===== src/rtl/lrsc_pkg.sv =====
package lrsc_pkg;

  typedef enum logic [1:0] {
    SC_PASS       = 2'd0,
    SC_FAIL_ANY   = 2'd1,
    SC_FAIL_LOCAL = 2'd2
  } sc_code_e;

  typedef enum logic [1:0] {
    PH_IDLE,
    PH_OPEN,
    PH_BACK
  } phase_e;

  // Two addresses share a granule when they agree above bit lsb.
  function automatic logic same_granule(input logic [63:0] a,
                                        input logic [63:0] b,
                                        input int unsigned lsb);
    return ((a ^ b) >> lsb) == 64'd0;
  endfunction

  // Failure reason: strong mode and local causes both map to the local code.
  function automatic sc_code_e fail_reason(input logic strong_mode,
                                           input logic local_cause);
    return (strong_mode || local_cause) ? SC_FAIL_LOCAL : SC_FAIL_ANY;
  endfunction

endpackage


===== src/rtl/lrsc_phase_timer.sv =====
module lrsc_phase_timer import lrsc_pkg::*; #(
  parameter int unsigned WIN_CYC     = 64,
  parameter int unsigned BACKOFF_CYC = 16
) (
  input  logic clk,
  input  logic rst_n,
  input  logic start,
  input  logic hard_stop,
  input  logic soft_stop,
  output logic phase_open,
  output logic in_backoff,
  output logic expire
);
  localparam int unsigned CMAX = (WIN_CYC > BACKOFF_CYC) ? WIN_CYC : BACKOFF_CYC;
  localparam int unsigned CW   = $clog2(CMAX + 1);

  phase_e        ph;
  logic [CW-1:0] cnt;

  assign phase_open = (ph == PH_OPEN);
  assign in_backoff = (ph == PH_BACK);
  assign expire     = phase_open && (cnt == CW'(1)) && !hard_stop && !start;

  always_ff @(posedge clk) begin
    if (!rst_n) begin
      ph  <= PH_IDLE;
      cnt <= '0;
    end else if (hard_stop) begin
      ph  <= PH_IDLE;
      cnt <= '0;
    end else if (start) begin
      ph  <= PH_OPEN;
      cnt <= CW'(WIN_CYC);
    end else if (soft_stop) begin
      ph  <= PH_IDLE;
      cnt <= '0;
    end else begin
      unique case (ph)
        PH_OPEN: begin
          if (cnt == CW'(1)) begin
            ph  <= PH_BACK;
            cnt <= CW'(BACKOFF_CYC);
          end else begin
            cnt <= cnt - CW'(1);
          end
        end
        PH_BACK: begin
          if (cnt == CW'(1)) begin
            ph  <= PH_IDLE;
            cnt <= '0;
          end else begin
            cnt <= cnt - CW'(1);
          end
        end
        default: cnt <= '0;
      endcase
    end
  end

  AST_OPEN_COUNT_LIVE: assert property (@(posedge clk) disable iff (!rst_n)
    phase_open |-> cnt != '0);
endmodule


===== src/rtl/lrsc_resv_reg.sv =====
module lrsc_resv_reg #(
  parameter int unsigned AW = 32
) (
  input  logic          clk,
  input  logic          rst_n,
  input  logic          arm,
  input  logic [AW-1:0] arm_addr,
  input  logic          clr,
  input  logic          mark_local,
  input  logic          forget_local,
  output logic          resv_vld,
  output logic [AW-1:0] resv_addr,
  output logic          lost_local
);
  always_ff @(posedge clk) begin
    if (!rst_n) begin
      resv_vld  <= 1'b0;
      resv_addr <= '0;
    end else if (arm) begin
      resv_vld  <= 1'b1;
      resv_addr <= arm_addr;
    end else if (clr) begin
      resv_vld  <= 1'b0;
    end
  end

  always_ff @(posedge clk) begin
    if (!rst_n)            lost_local <= 1'b0;
    else if (forget_local) lost_local <= 1'b0;
    else if (mark_local)   lost_local <= 1'b1;
  end
endmodule


===== src/rtl/lrsc_monitor.sv =====
module lrsc_monitor import lrsc_pkg::*; #(
  parameter int unsigned AW          = 32,
  parameter int unsigned LINE_LSB    = 6,
  parameter int unsigned WIN_CYC     = 64,
  parameter int unsigned BACKOFF_CYC = 16,
  parameter bit          STRONG      = 1'b0
) (
  input  logic          clk,
  input  logic          rst_n,
  input  logic          lr_req,
  input  logic          sc_req,
  input  logic [AW-1:0] req_addr,
  input  logic          snp_wr_vld,
  input  logic [AW-1:0] snp_addr,
  input  logic          local_evt,
  output logic          sc_done,
  output logic [1:0]    sc_code,
  output logic          sc_ok,
  output logic          snp_stall
);
  logic          resv_vld, lost_local;
  logic [AW-1:0] resv_addr;
  logic          phase_open, in_backoff, expire;

  // Named internal events, kept visible for the assertions.
  logic req_hit, snp_hit, stall_now, remote_kill;
  logic lr_take, timer_start, sc_pass;
  sc_code_e code_next;

  assign req_hit = resv_vld && same_granule(64'(req_addr), 64'(resv_addr), LINE_LSB);
  assign snp_hit = snp_wr_vld && resv_vld &&
                   same_granule(64'(snp_addr), 64'(resv_addr), LINE_LSB);

  generate
    if (STRONG) begin : g_hold
      assign stall_now = phase_open && snp_hit;
    end else begin : g_nohold
      assign stall_now = 1'b0;
    end
  endgenerate

  assign remote_kill = snp_hit && !stall_now;
  assign lr_take     = lr_req && !sc_req && !local_evt && !req_hit;
  assign timer_start = lr_take && !in_backoff;
  assign sc_pass     = sc_req && req_hit && !local_evt && !remote_kill;
  assign code_next   = !sc_req ? SC_PASS :
                       sc_pass ? SC_PASS :
                       fail_reason(STRONG, local_evt || lost_local);
  assign snp_stall   = stall_now;

  lrsc_resv_reg #(.AW(AW)) u_resv (
    .clk          (clk),
    .rst_n        (rst_n),
    .arm          (lr_take),
    .arm_addr     (req_addr),
    .clr          (sc_req || local_evt || remote_kill || expire),
    .mark_local   (local_evt && resv_vld),
    .forget_local (sc_req || lr_take),
    .resv_vld     (resv_vld),
    .resv_addr    (resv_addr),
    .lost_local   (lost_local)
  );

  lrsc_phase_timer #(.WIN_CYC(WIN_CYC), .BACKOFF_CYC(BACKOFF_CYC)) u_timer (
    .clk        (clk),
    .rst_n      (rst_n),
    .start      (timer_start),
    .hard_stop  (sc_req || local_evt),
    .soft_stop  (remote_kill),
    .phase_open (phase_open),
    .in_backoff (in_backoff),
    .expire     (expire)
  );

  always_ff @(posedge clk) begin
    if (!rst_n) begin
      sc_done <= 1'b0;
      sc_ok   <= 1'b0;
      sc_code <= 2'd0;
    end else begin
      sc_done <= sc_req;
      sc_ok   <= sc_pass;
      sc_code <= code_next;
    end
  end

  AST_OK_WITH_ZERO: assert property (@(posedge clk) disable iff (!rst_n)
    sc_ok |-> (sc_done && sc_code == 2'd0));
  AST_OK_SINGLE: assert property (@(posedge clk) disable iff (!rst_n)
    sc_ok |=> !sc_ok);
  AST_STRONG_NO_ONE: assert property (@(posedge clk) disable iff (!rst_n)
    (STRONG && sc_done) |-> sc_code != 2'd1);
  AST_LOCAL_CODE: assert property (@(posedge clk) disable iff (!rst_n)
    (sc_req && local_evt) |=> (sc_done && sc_code == 2'd2));
  AST_STALL_NEEDS_OPEN: assert property (@(posedge clk) disable iff (!rst_n)
    snp_stall |-> (phase_open && resv_vld && snp_wr_vld));
  AST_BACKOFF_NO_STALL: assert property (@(posedge clk) disable iff (!rst_n)
    in_backoff |-> !snp_stall);
  AST_SC_DROPS_RESV: assert property (@(posedge clk) disable iff (!rst_n)
    sc_req |=> !resv_vld);
  AST_IDLE_CODE: assert property (@(posedge clk) disable iff (!rst_n)
    !sc_done |-> sc_code == 2'd0);
endmodule


===== config.mk =====
export PLATFORM = sky130hd
export DESIGN_NAME = lrsc_monitor
export DESIGN_NICKNAME = d
export VERILOG_FILES = /design/src/rtl/lrsc_pkg.sv /design/src/rtl/lrsc_phase_timer.sv /design/src/rtl/lrsc_resv_reg.sv /design/src/rtl/lrsc_monitor.sv
export SDC_FILE = /design/constraint.sdc
export NUM_CORES = 1
export LEC_CHECK = 0
export ABC_CLOCK_PERIOD_IN_PS = 2100
export BUFFER_PORTS_ARGS = -buffer_cell sky130_fd_sc_hd__buf_2
export CORE_ASPECT_RATIO = 0.75
export CORE_MARGIN = 8
export CORE_UTILIZATION = 45
export DETAILED_ROUTE_END_ITERATION = 12
export GPL_ROUTABILITY_DRIVEN = 0
export GPL_TIMING_DRIVEN = 0
export PLACE_DENSITY_LB_ADDON = 0.1
export SLEW_MARGIN = 10
export SYNTH_ARGS = -nofsm -noshare
export SYNTH_HDL_FRONTEND = slang
export SYNTH_SLANG_ARGS = --single-unit
export TNS_END_PERCENT = 30

===== constraint.sdc =====
create_clock -name clk -period 2.1 [get_ports clk]
set_input_delay 0.42 -clock clk [delete_from_list [all_inputs] [get_ports clk]]
set_output_delay 0.42 -clock clk [all_outputs]
set_load 0.01 [all_outputs]

* After elaboration in Yosys (flattened, before gate mapping)
Index checks and enable logic that the tools add are counted. W data, S select, Z words.
Storage, ports and cells: register bits after elaboration 47, latch bits 0, memory bits (writable) 0, bits in read-only memories 0, input port bits 70, memories 0
Operators by class: add/subtract/negate cells 1, multiply operators 0, divide/modulo/power cells 0, magnitude comparators 0, eq/ne operators 7, shift operators 0, multiplexer cells 13, bitwise gates (word level) 4, reductions and logical operators 37
Operators with widths (count):
- $logic_not A64 Y1 | 2
- $xor A32 B32 Y32 | 2
- $mux W7 | 4
- $logic_and A1 B1 Y1 | 14
- $pmux W7 S2 | 1
- $eq A7 B1 Y1 const B | 1
- $logic_not A1 Y1 | 7
- $sub A7 B1 Y7 const B | 1
- $mux W2 | 3
- $reduce_and A3 Y1 | 2
- $logic_or A1 B1 Y1 | 5
- $mux W1 | 4
- $ne A4 B1 Y1 const B | 1
- $ne A4 B3 Y1 const B | 1
- $pmux W2 S2 | 1
- $reduce_bool A2 Y1 | 2
- $reduce_bool A4 Y1 | 1
- $reduce_or A2 Y1 | 2
- $reduce_or A4 Y1 | 1
- $reduce_or A3 Y1 | 1
- $eq A2 B1 Y1 const B | 1
- $eq A2 B2 Y1 const B | 1
- $ne A2 B1 Y1 const B | 1
- $ne A2 B2 Y1 const B | 1
- $not A1 Y1 | 2

* Depth between registers and ports, before layout
Gate-level depths: netlist of the first run.
word-level depth 11, gate-level depth with buffers 7, mapped depth without buffers 6

* Hierarchy
A second synthesis of the first run with hierarchy kept.
Unflattened totals: cells, all modules 275, area total of the unflattened synthesis 2688.8 um2
By module, submodules not included:
- lrsc_resv_reg | instances 1, cells an instance 109, area each 1308.8 um2, seq. area each 680.7 um2
- lrsc_monitor | instances 1, cells an instance 114, area each 897.1 um2, seq. area each 80.1 um2
- lrsc_phase_timer | instances 1, cells an instance 52, area each 483.0 um2, seq. area each 180.2 um2

* Least setup slack after synthesis of the first run
No wires, ideal clock.
kind input-to-reg, start point input req_addr[8], end point register u_resv.resv_vld, setup time 0.129 ns, arrival 1.535 ns, data required time 1.971 ns, path slack 0.436 ns, stages on the path 7, path buffers 2, cells stage by stage xnor2_1 nand4_1 nor4_4 a21oi_2 buf_6 buf_12 o2bb2ai_1
On the way: word-level cells in the longest chain between the ends 10, elaborated cells between the ends (all ways) 11, those cells by class 1 x mux; 1 x bitwise; 9 x reduce/logical
RTL lines:
- from (decl) | line lrsc_monitor.sv:12 | input logic [AW-1:0] req_addr,
- $xor A32 B32 Y32 * | line lrsc_pkg.sv:19 | return ((a ^ b) >> lsb) == 64'd0;
- $logic_not A64 Y1 * | line lrsc_pkg.sv:19
- $logic_and A1 B1 Y1 * | line lrsc_monitor.sv:30 | assign req_hit = resv_vld && same_granule(64'(req_addr), 64'(resv_addr), LINE_LSB);
- $logic_not A1 Y1 * | line lrsc_monitor.sv:43 | assign lr_take = lr_req && !sc_req && !local_evt && !req_hit;
- $logic_and A1 B1 Y1 * | line lrsc_monitor.sv:43
- $logic_and A1 B1 Y1 | line lrsc_monitor.sv:44 | assign timer_start = lr_take && !in_backoff;
- $logic_not A1 Y1 | line lrsc_phase_timer.sv:22 | assign expire = phase_open && (cnt == CW'(1)) && !hard_stop && !start;
- $logic_and A1 B1 Y1 | line lrsc_phase_timer.sv:22
- $logic_or A1 B1 Y1 | line lrsc_monitor.sv:56 | .clr (sc_req || local_evt || remote_kill || expire),
- $reduce_bool A2 Y1 (no line)
- to (signal assigned) | line lrsc_resv_reg.sv:17 | resv_vld <= 1'b0;
- to (signal assigned) | line lrsc_resv_reg.sv:20 | resv_vld <= 1'b1;
- to (signal assigned) | line lrsc_resv_reg.sv:23 | resv_vld <= 1'b0;
- to (decl) | line lrsc_resv_reg.sv:11 | output logic resv_vld,
Every way passes the cells marked *; elsewhere a longest branch is shown, timed or not. A chain may end at the register's enable or synchronous reset.

* Final worst setup path of the first run
start point register u_resv.resv_addr[18], end point register u_timer.cnt[4]
On the way: word-level cells in the longest chain between the ends 7, elaborated cells between the ends (all ways) 10, those cells by class 2 x bitwise; 8 x reduce/logical
RTL lines:
- from (decl) | line lrsc_resv_reg.sv:12 | output logic [AW-1:0] resv_addr,
- from (signal assigned) | line lrsc_resv_reg.sv:21 | resv_addr <= arm_addr;
- $xor A32 B32 Y32 | line lrsc_pkg.sv:19
- $logic_not A64 Y1 | line lrsc_pkg.sv:19
- $logic_and A1 B1 Y1 | line lrsc_monitor.sv:30
- $logic_not A1 Y1 | line lrsc_monitor.sv:43
- $logic_and A1 B1 Y1 | line lrsc_monitor.sv:43
- $logic_and A1 B1 Y1 | line lrsc_monitor.sv:44
- $reduce_or A4 Y1 (no line) *
- to (signal assigned) | line lrsc_phase_timer.sv:42 | cnt <= CW'(BACKOFF_CYC);
- to (signal assigned) | line lrsc_phase_timer.sv:44 | cnt <= cnt - CW'(1);
- to (signal assigned) | line lrsc_phase_timer.sv:52 | cnt <= cnt - CW'(1);
- to (decl) | line lrsc_phase_timer.sv:18 | logic [CW-1:0] cnt;
Marks and branches as above.

==> results.cfg, run 1 <==
[place]
placed_area_sq_um = 2730
place.port_buffers = 61
hpwlAfterDp_um = 4700
placed_cells = 382

[worst_setup_path]
crit_family = simple AND/OR/NAND/NOR gates
reg2reg_depth = 5
cp_max_fo = 10
cp.depth = 5
cp_common_cell = nor4_1
start_kind = flop
crit_required_ns = 2.24
cp-startpoint = u_resv.resv_addr[18]
worstSetupEndpointType = flop
r2r_start = u_resv.resv_addr[18]
crit_slowest_cell = o21ai_2
r2r_setup_slack_ns = 0.16
endpoint = u_timer.cnt[4]
r2r_end = u_timer.cnt[4]
cp_num_buf_inv = 0
slowest_delay_ns = 0.48
path_cells = xor2_1 -> nor4_1 -> nand4_1 -> o21ai_2 -> nor4_1
critPathArrivalTime_ns = 2.08
critPathKind = flop to flop

[clocking]
clkTransAtPathRegs_ns = 0.08
clockRootBuffer = clkbuf_8
cts.htree.levels = 2
ctsHoldBuffers = 0
cts_resized = 0
cts_buffers = 5
clock_sinks = 41
clock_latency_ns = 0.29
cts_max_path_buffers = 2
cts_tree = done
post_cts_buffers = 0

[synthesis]
ys_warn_count = 0
synth_area_sq_um = 2340
synth_seq_cells = 41
synth_area_per_cell_sq_um = 8.98
syn-num-nets = 335
yosysUniqueCellTypes = 35
syn_inst = 261
synth_area_leaders = dfxtp_1 (35%), mux2i_1 (11%), xnor2_1 (11%)
yosysSeqAreaShare_pct = 35.0
yosysTopAreaCell = dfxtp_1
yosysTopAreaCellShare_pct = 35.0

[sta]
finalCriticalPeriod_ns = 1.94
holdWs_ns = 0.391
skew_ns = 0.00574
finalCritPeriodShare_pct = 92.4
relSlewSlack_pct = 57.6
max_slew.worst_pin.slew_ns = 0.635
rsz0062_at_grt = no
tns_ns = 0
max_clock_freq_mhz = 515
setup_violations = 0
finalHoldViolations = 0
maxSlewViolCount = 0

[global_routing]
grt_max_degree = 12
grt_use_total_pct = 15.3
first_global_vias = 1987
antenna_found_initial = 0
grt_overflow = 0
grt_pass1_wl_um = 9580

[routing]
dr.pass1.iters = 5
vias_per_cell = 4.94
drc = 0
via_count = 1928
drt-total-wl_um = 5810
drt.antenna.violating_nets = 0
drtIter0Drc = 88
wire_per_inst_um = 14.9

[cells_and_area]
utilization_pct = 56.6
n_antenna_cell = 0
final_cell_mix = buf_2 (61), nand2_1 (58), dfxtp_1 (41), xnor2_1 (29), xor2_1 (28)
drive_gt1_share_pct = 23.3
area_growth_pct = 19.6
layout.cells.non_filler = 390
fin_area_sq_um = 2810
fin_nets = 403
layout_commonest_cell = buf_2

[power]
p_seq_share_pct = 52.6
leakagePower_nw = 1.18
switchingPower_w = 0.000401
p_sw_share_pct = 25.7
p_int_w = 0.00116
vdd_drop_max_mv = 0.278
clockPowerShare_pct = 31.4
combPwrFrac_pct = 16.0
power-per-cell-area_nw_per_um2 = 556

[flow_run]
max_cap_violations = 0

[worst_hold_path]
holdCritStartpoint = req_addr[28]
holdCritPathClass = input port to flop

[die]
rows = 22
ioPinCount = 75
dieWidth_um = 99.4
core-area_sq_um = 4950
start_util_pct = 47.3
design.die.area_sq_um = 7800
dieHeight_um = 78.5

[outcome]
status = complete, no violations
flip-flops by register name, summed over array words and instances (netlist names):
signal	count
u_timer.ph	2
sc_code	2
sc_ok	1
u_timer.cnt	7
u_resv.lost_local	1
u_resv.resv_addr	26
sc_done	1
u_resv.resv_vld	1
synthesized netlist by cell type:
| library cell | number |
|---|---|
| nand2_1 | 58 |
| dfxtp_1 | 41 |
| xnor2_1 | 29 |
| xor2_1 | 28 |
| mux2i_1 | 26 |
| nor4_1 | 12 |
| nor2_1 | 10 |
| nand4_1 | 7 |
| clkbuf_1 | 6 |
| inv_1 | 6 |
| ha_1 | 4 |
| nand3_1 | 3 |
| o21ai_0 | 3 |
| o2bb2ai_1 | 3 |
| a211o_1 | 2 |
| buf_12 | 2 |
| nor3_1 | 2 |
| nor3_2 | 2 |
| a211oi_1 | 1 |
| a211oi_2 | 1 |
| a21oi_1 | 1 |
| a21oi_2 | 1 |
| and2_1 | 1 |
| and3_1 | 1 |
| and3b_1 | 1 |
| buf_4 | 1 |
| buf_6 | 1 |
| conb_1 | 1 |
| nand2b_1 | 1 |
| nand3b_1 | 1 |
| nor2b_1 | 1 |
| nor4_4 | 1 |
| nor4b_2 | 1 |
| o2111ai_1 | 1 |
| o21ai_2 | 1 |
tightest hold or removal path, delay by kind of cell:
family                 cells  cell delay (ns)
and+or+nand+nor            1             0.05
buffers and inverters      1             0.11
muxes                      1             0.05
layer usage:
layer | part of all wire, % | global-route usage [%]
met1 | 51 | 20.6
met2 | 41 | 23.6
met3 | 7.5 | 4.67
met4 | 0.14 | 3.16
met5 | 0 | 0
kinds of logic (layout without fill, tap and decap cells):
| family | after synthesis | count (layout) | synth area share (%) |
|---|---|---|---|
| adder cells (fa/ha/maj) | 4 | 4 | 2.13 |
| buffers and inverters | 16 | 85 | 4.43 |
| XOR/XNOR | 57 | 57 | 21.3 |
| multiplexers | 26 | 26 | 11.1 |
| flip-flops | 41 | 41 | 35.0 |
| other | 1 | 1 | 0.160 |
| AND/OR/NAND/NOR | 102 | 102 | 21.2 |
| AO/OA/AOI/OAI | 14 | 14 | 4.70 |
worst min path at each step:
| stage | to | slack [ns] | depth (start not counted) |
|---|---|---|---|
| floorplan | u_timer.cnt[0] | 0.45 | 1 |
| global placement | u_resv.lost_local | 0.48 | 2 |
| detailed placement | u_resv.lost_local | 0.48 | 2 |
| CTS | u_resv.resv_addr[28] | 0.38 | 3 |
| global route | u_resv.resv_addr[26] | 0.38 | 3 |
| finish | u_resv.resv_addr[28] | 0.39 | 3 |
per-stage QoR:
stage,worst slack (ns),power (W)
floorplan,0.436,0.000978
global placement,0.00748,0.00109
detailed placement,0.0298,0.00109
CTS,0.180,0.00158
global route,0.0201,0.00164
finish,0.160,0.00156
layout make-up:
type	instances	area (sq um)
Buffer	10	81.3
Clock buffer	8	80.1
Fill cell	490	2150
Inverter	6	22.5
Multi-Input combinational cell	204	1420
Sequential cell	41	821
Tap cell	60	75.1
Timing Repair Buffer	61	305
power groups by stage:
| stage | sequential, W | clock (W) | combinational, W |
|---|---|---|---|
| after floorplan | 0.000835 | 0 | 0.000144 |
| after global placement | 0.000837 | 0 | 0.000250 |
| after detailed placement | 0.000837 | 0 | 0.000251 |
| after CTS | 0.000819 | 0.000506 | 0.000253 |
| after global routing | 0.000822 | 0.000538 | 0.000277 |
| final | 0.000819 | 0.000489 | 0.000250 |
Note: power is estimated with default switching activity, not from simulation.
==> inputs of run 2 (changes only) <==
--- a/config.mk
+++ b/config.mk
@@ -12,7 +12,6 @@
 export CORE_UTILIZATION = 45
 export DETAILED_ROUTE_END_ITERATION = 12
 export GPL_ROUTABILITY_DRIVEN = 0
-export GPL_TIMING_DRIVEN = 0
 export PLACE_DENSITY_LB_ADDON = 0.1
 export SLEW_MARGIN = 10
 export SYNTH_ARGS = -nofsm -noshare
==> run 2 against run 1 <==
Compared with the run above:
- clock skew about the same
- hold slack got worse by 0.0050 ns
- non-clock buffer count decreased by 4
- via count decreased by 2.8%
- clock power increased by 0.8%
- sequential power about the same
- register-to-register slack improved by 0.08 ns
- flip-flop and latch count unchanged
- power decreased by 0.38%
- cell count decreased by 1.0%
- setup slack improved by 0.085 ns
- critical path depth unchanged
- critical endpoint is now u_timer.cnt[2]
- largest cell class unchanged
==> results.cfg, run 2 (synthesized netlist as in run 1, its figures left out) <==
[outcome]
status = complete, no violations

[routing]
drtIter0Drc = 81
dr.pass1.iters = 4
drt.antenna.violating_nets = 0
via_count = 1874
vias_per_cell = 4.85
wire_per_inst_um = 13.8
drc = 0
drt-total-wl_um = 5310

[clocking]
cts_resized = 0
clkTransAtPathRegs_ns = 0.08
post_cts_buffers = 0
cts_tree = done
cts.htree.levels = 2
clock_latency_ns = 0.29
clock_sinks = 41
ctsHoldBuffers = 0
cts_max_path_buffers = 2
clockRootBuffer = clkbuf_8
cts_buffers = 5

[cells_and_area]
seq_area_sq_um = 821
drive_gt1_share_pct = 24.2
largest_reg_flops = 26
fillers = 476
n_antenna_cell = 0
largestRegisters = u_resv.resv_addr (26), u_timer.cnt (7)
final_cell_mix = buf_2 (61), nand2_1 (58), dfxtp_1 (41), xnor2_1 (29), xor2_1 (28)
regMostFlops = u_resv.resv_addr
multiInputGateArea_sq_um = 1430
area_growth_pct = 18.9
layout_commonest_cell = buf_2
fin_nets = 399

[sta]
finalHoldViolations = 0
tns_ns = 0
max_slew.worst_pin.slew_ns = 0.665
skew_ns = 0.00596
max_clock_freq_mhz = 539
setup_violations = 0
maxSlewViolCount = 0
relSlewSlack_pct = 55.6
finalCriticalPeriod_ns = 1.86
final.setup.worst_slack_ns = 0.245
rsz0062_at_grt = no
finalCritPeriodShare_pct = 88.3

[power]
p_seq_share_pct = 52.7
vdd_drop_max_mv = 0.328
p_int_w = 0.00116
p_sw_share_pct = 25.6
power-per-cell-area_nw_per_um2 = 557
clockPowerShare_pct = 31.8
switchingPower_w = 0.000397
combPwrFrac_pct = 15.5
leakagePower_nw = 1.18

[worst_setup_path]
crit_required_ns = 2.29
worstSetupEndpointType = flop
crit_family = simple AND/OR/NAND/NOR gates
critPathKind = flop to flop
r2r_start = u_resv.resv_addr[7]
start_kind = flop
path_cells = xnor2_1 -> nand4_1 -> nor4_4 -> a211oi_2 -> nor4_1
crit_slowest_cell = dfxtp_1
cp-startpoint = u_resv.resv_addr[7]
critPathArrivalTime_ns = 2.05
slowest_delay_ns = 0.42
cp_max_fo = 9
cp_num_buf_inv = 0

[die]
core-area_sq_um = 4950
rows = 22
dieWidth_um = 99.4
start_util_pct = 47.3
design.die.area_sq_um = 7800
dieHeight_um = 78.5
ioPinCount = 75

[place]
place_ws_ns = 0.0929
place.port_buffers = 61
hpwlAfterDp_um = 4170

[global_routing]
grt_use_total_pct = 14.0
grt_overflow = 0
grt_pass1_wl_um = 8760
first_global_vias = 1853
antenna_found_initial = 0
grt_max_degree = 56

[worst_hold_path]
holdCritPathClass = input port to flop
holdCritStartpoint = req_addr[28]

[flow_run]
max_cap_violations = 0
[run 2: changes by cell type in the layout (fill, tap and decap cells not counted)]
| cell | before | now |
|---|---|---|
| clkbuf_1 | 9 | 3 |
| buf_4 | 1 | 5 |
| a21oi_4 | 0 | 1 |
| a21oi_2 | 1 | 0 |
| buf_12 | 2 | 1 |
| buf_6 | 1 | 0 |
[run 2: final timing paths]
check                           slack, ns  cells past startpoint                   end
worst max register to register       0.24                      5        u_timer.cnt[2]
worst min register to register       0.50                      1        u_timer.cnt[0]
worst min-delay path                 0.39                      3  u_resv.resv_addr[28]
worst max-delay path                 0.24                      5        u_timer.cnt[2]
[run 2: area by class of cell]
cell class,count,area share [%]
inverters,6,0.808
multi-input cells,204,51.2
clock buffers,8,2.87
repair buffers,67,13.0
well taps,60,2.69
flip-flops and latches,41,29.4
[run 2: power groups by stage]
stage / logic (W) / clock network, W / registers (W)
2_1_floorplan: 0.000144 / 0 / 0.000835
3_3_place_gp: 0.000241 / 0 / 0.000837
3_5_place_dp: 0.000242 / 0 / 0.000837
4_1_cts: 0.000244 / 0.000510 / 0.000819
5_1_grt: 0.000269 / 0.000539 / 0.000822
6_report: 0.000241 / 0.000493 / 0.000819
[run 2: worst min-delay path, stage by stage]
cell and delay, ns:
buf_2 0.11, nand2_1 0.05, mux2i_1 0.05
[run 2: routing by layer]
layer	GRT usage, %	vias to the layer above	part of all wire (%)
met2	20.1	44	40
met5	0	-	0
met4	4.22	0	0.90
met1	18.9	823	52
met3	5.02	7	6.9
li1	-	1000	-
[run 2: per-stage QoR]
step                      hold slack (ns)  cells  total power, W  utilization (%)  area (sq um)
after floorplan                     0.454    261        0.000978                -          2340
after global placement              0.474    378         0.00108             54.7          2710
after detailed placement            0.486    378         0.00108             54.7          2710
after CTS                           0.384    386         0.00157             56.3          2790
after global routing                0.388    386         0.00163             56.3          2790
final                               0.386    386         0.00155             56.3          2790
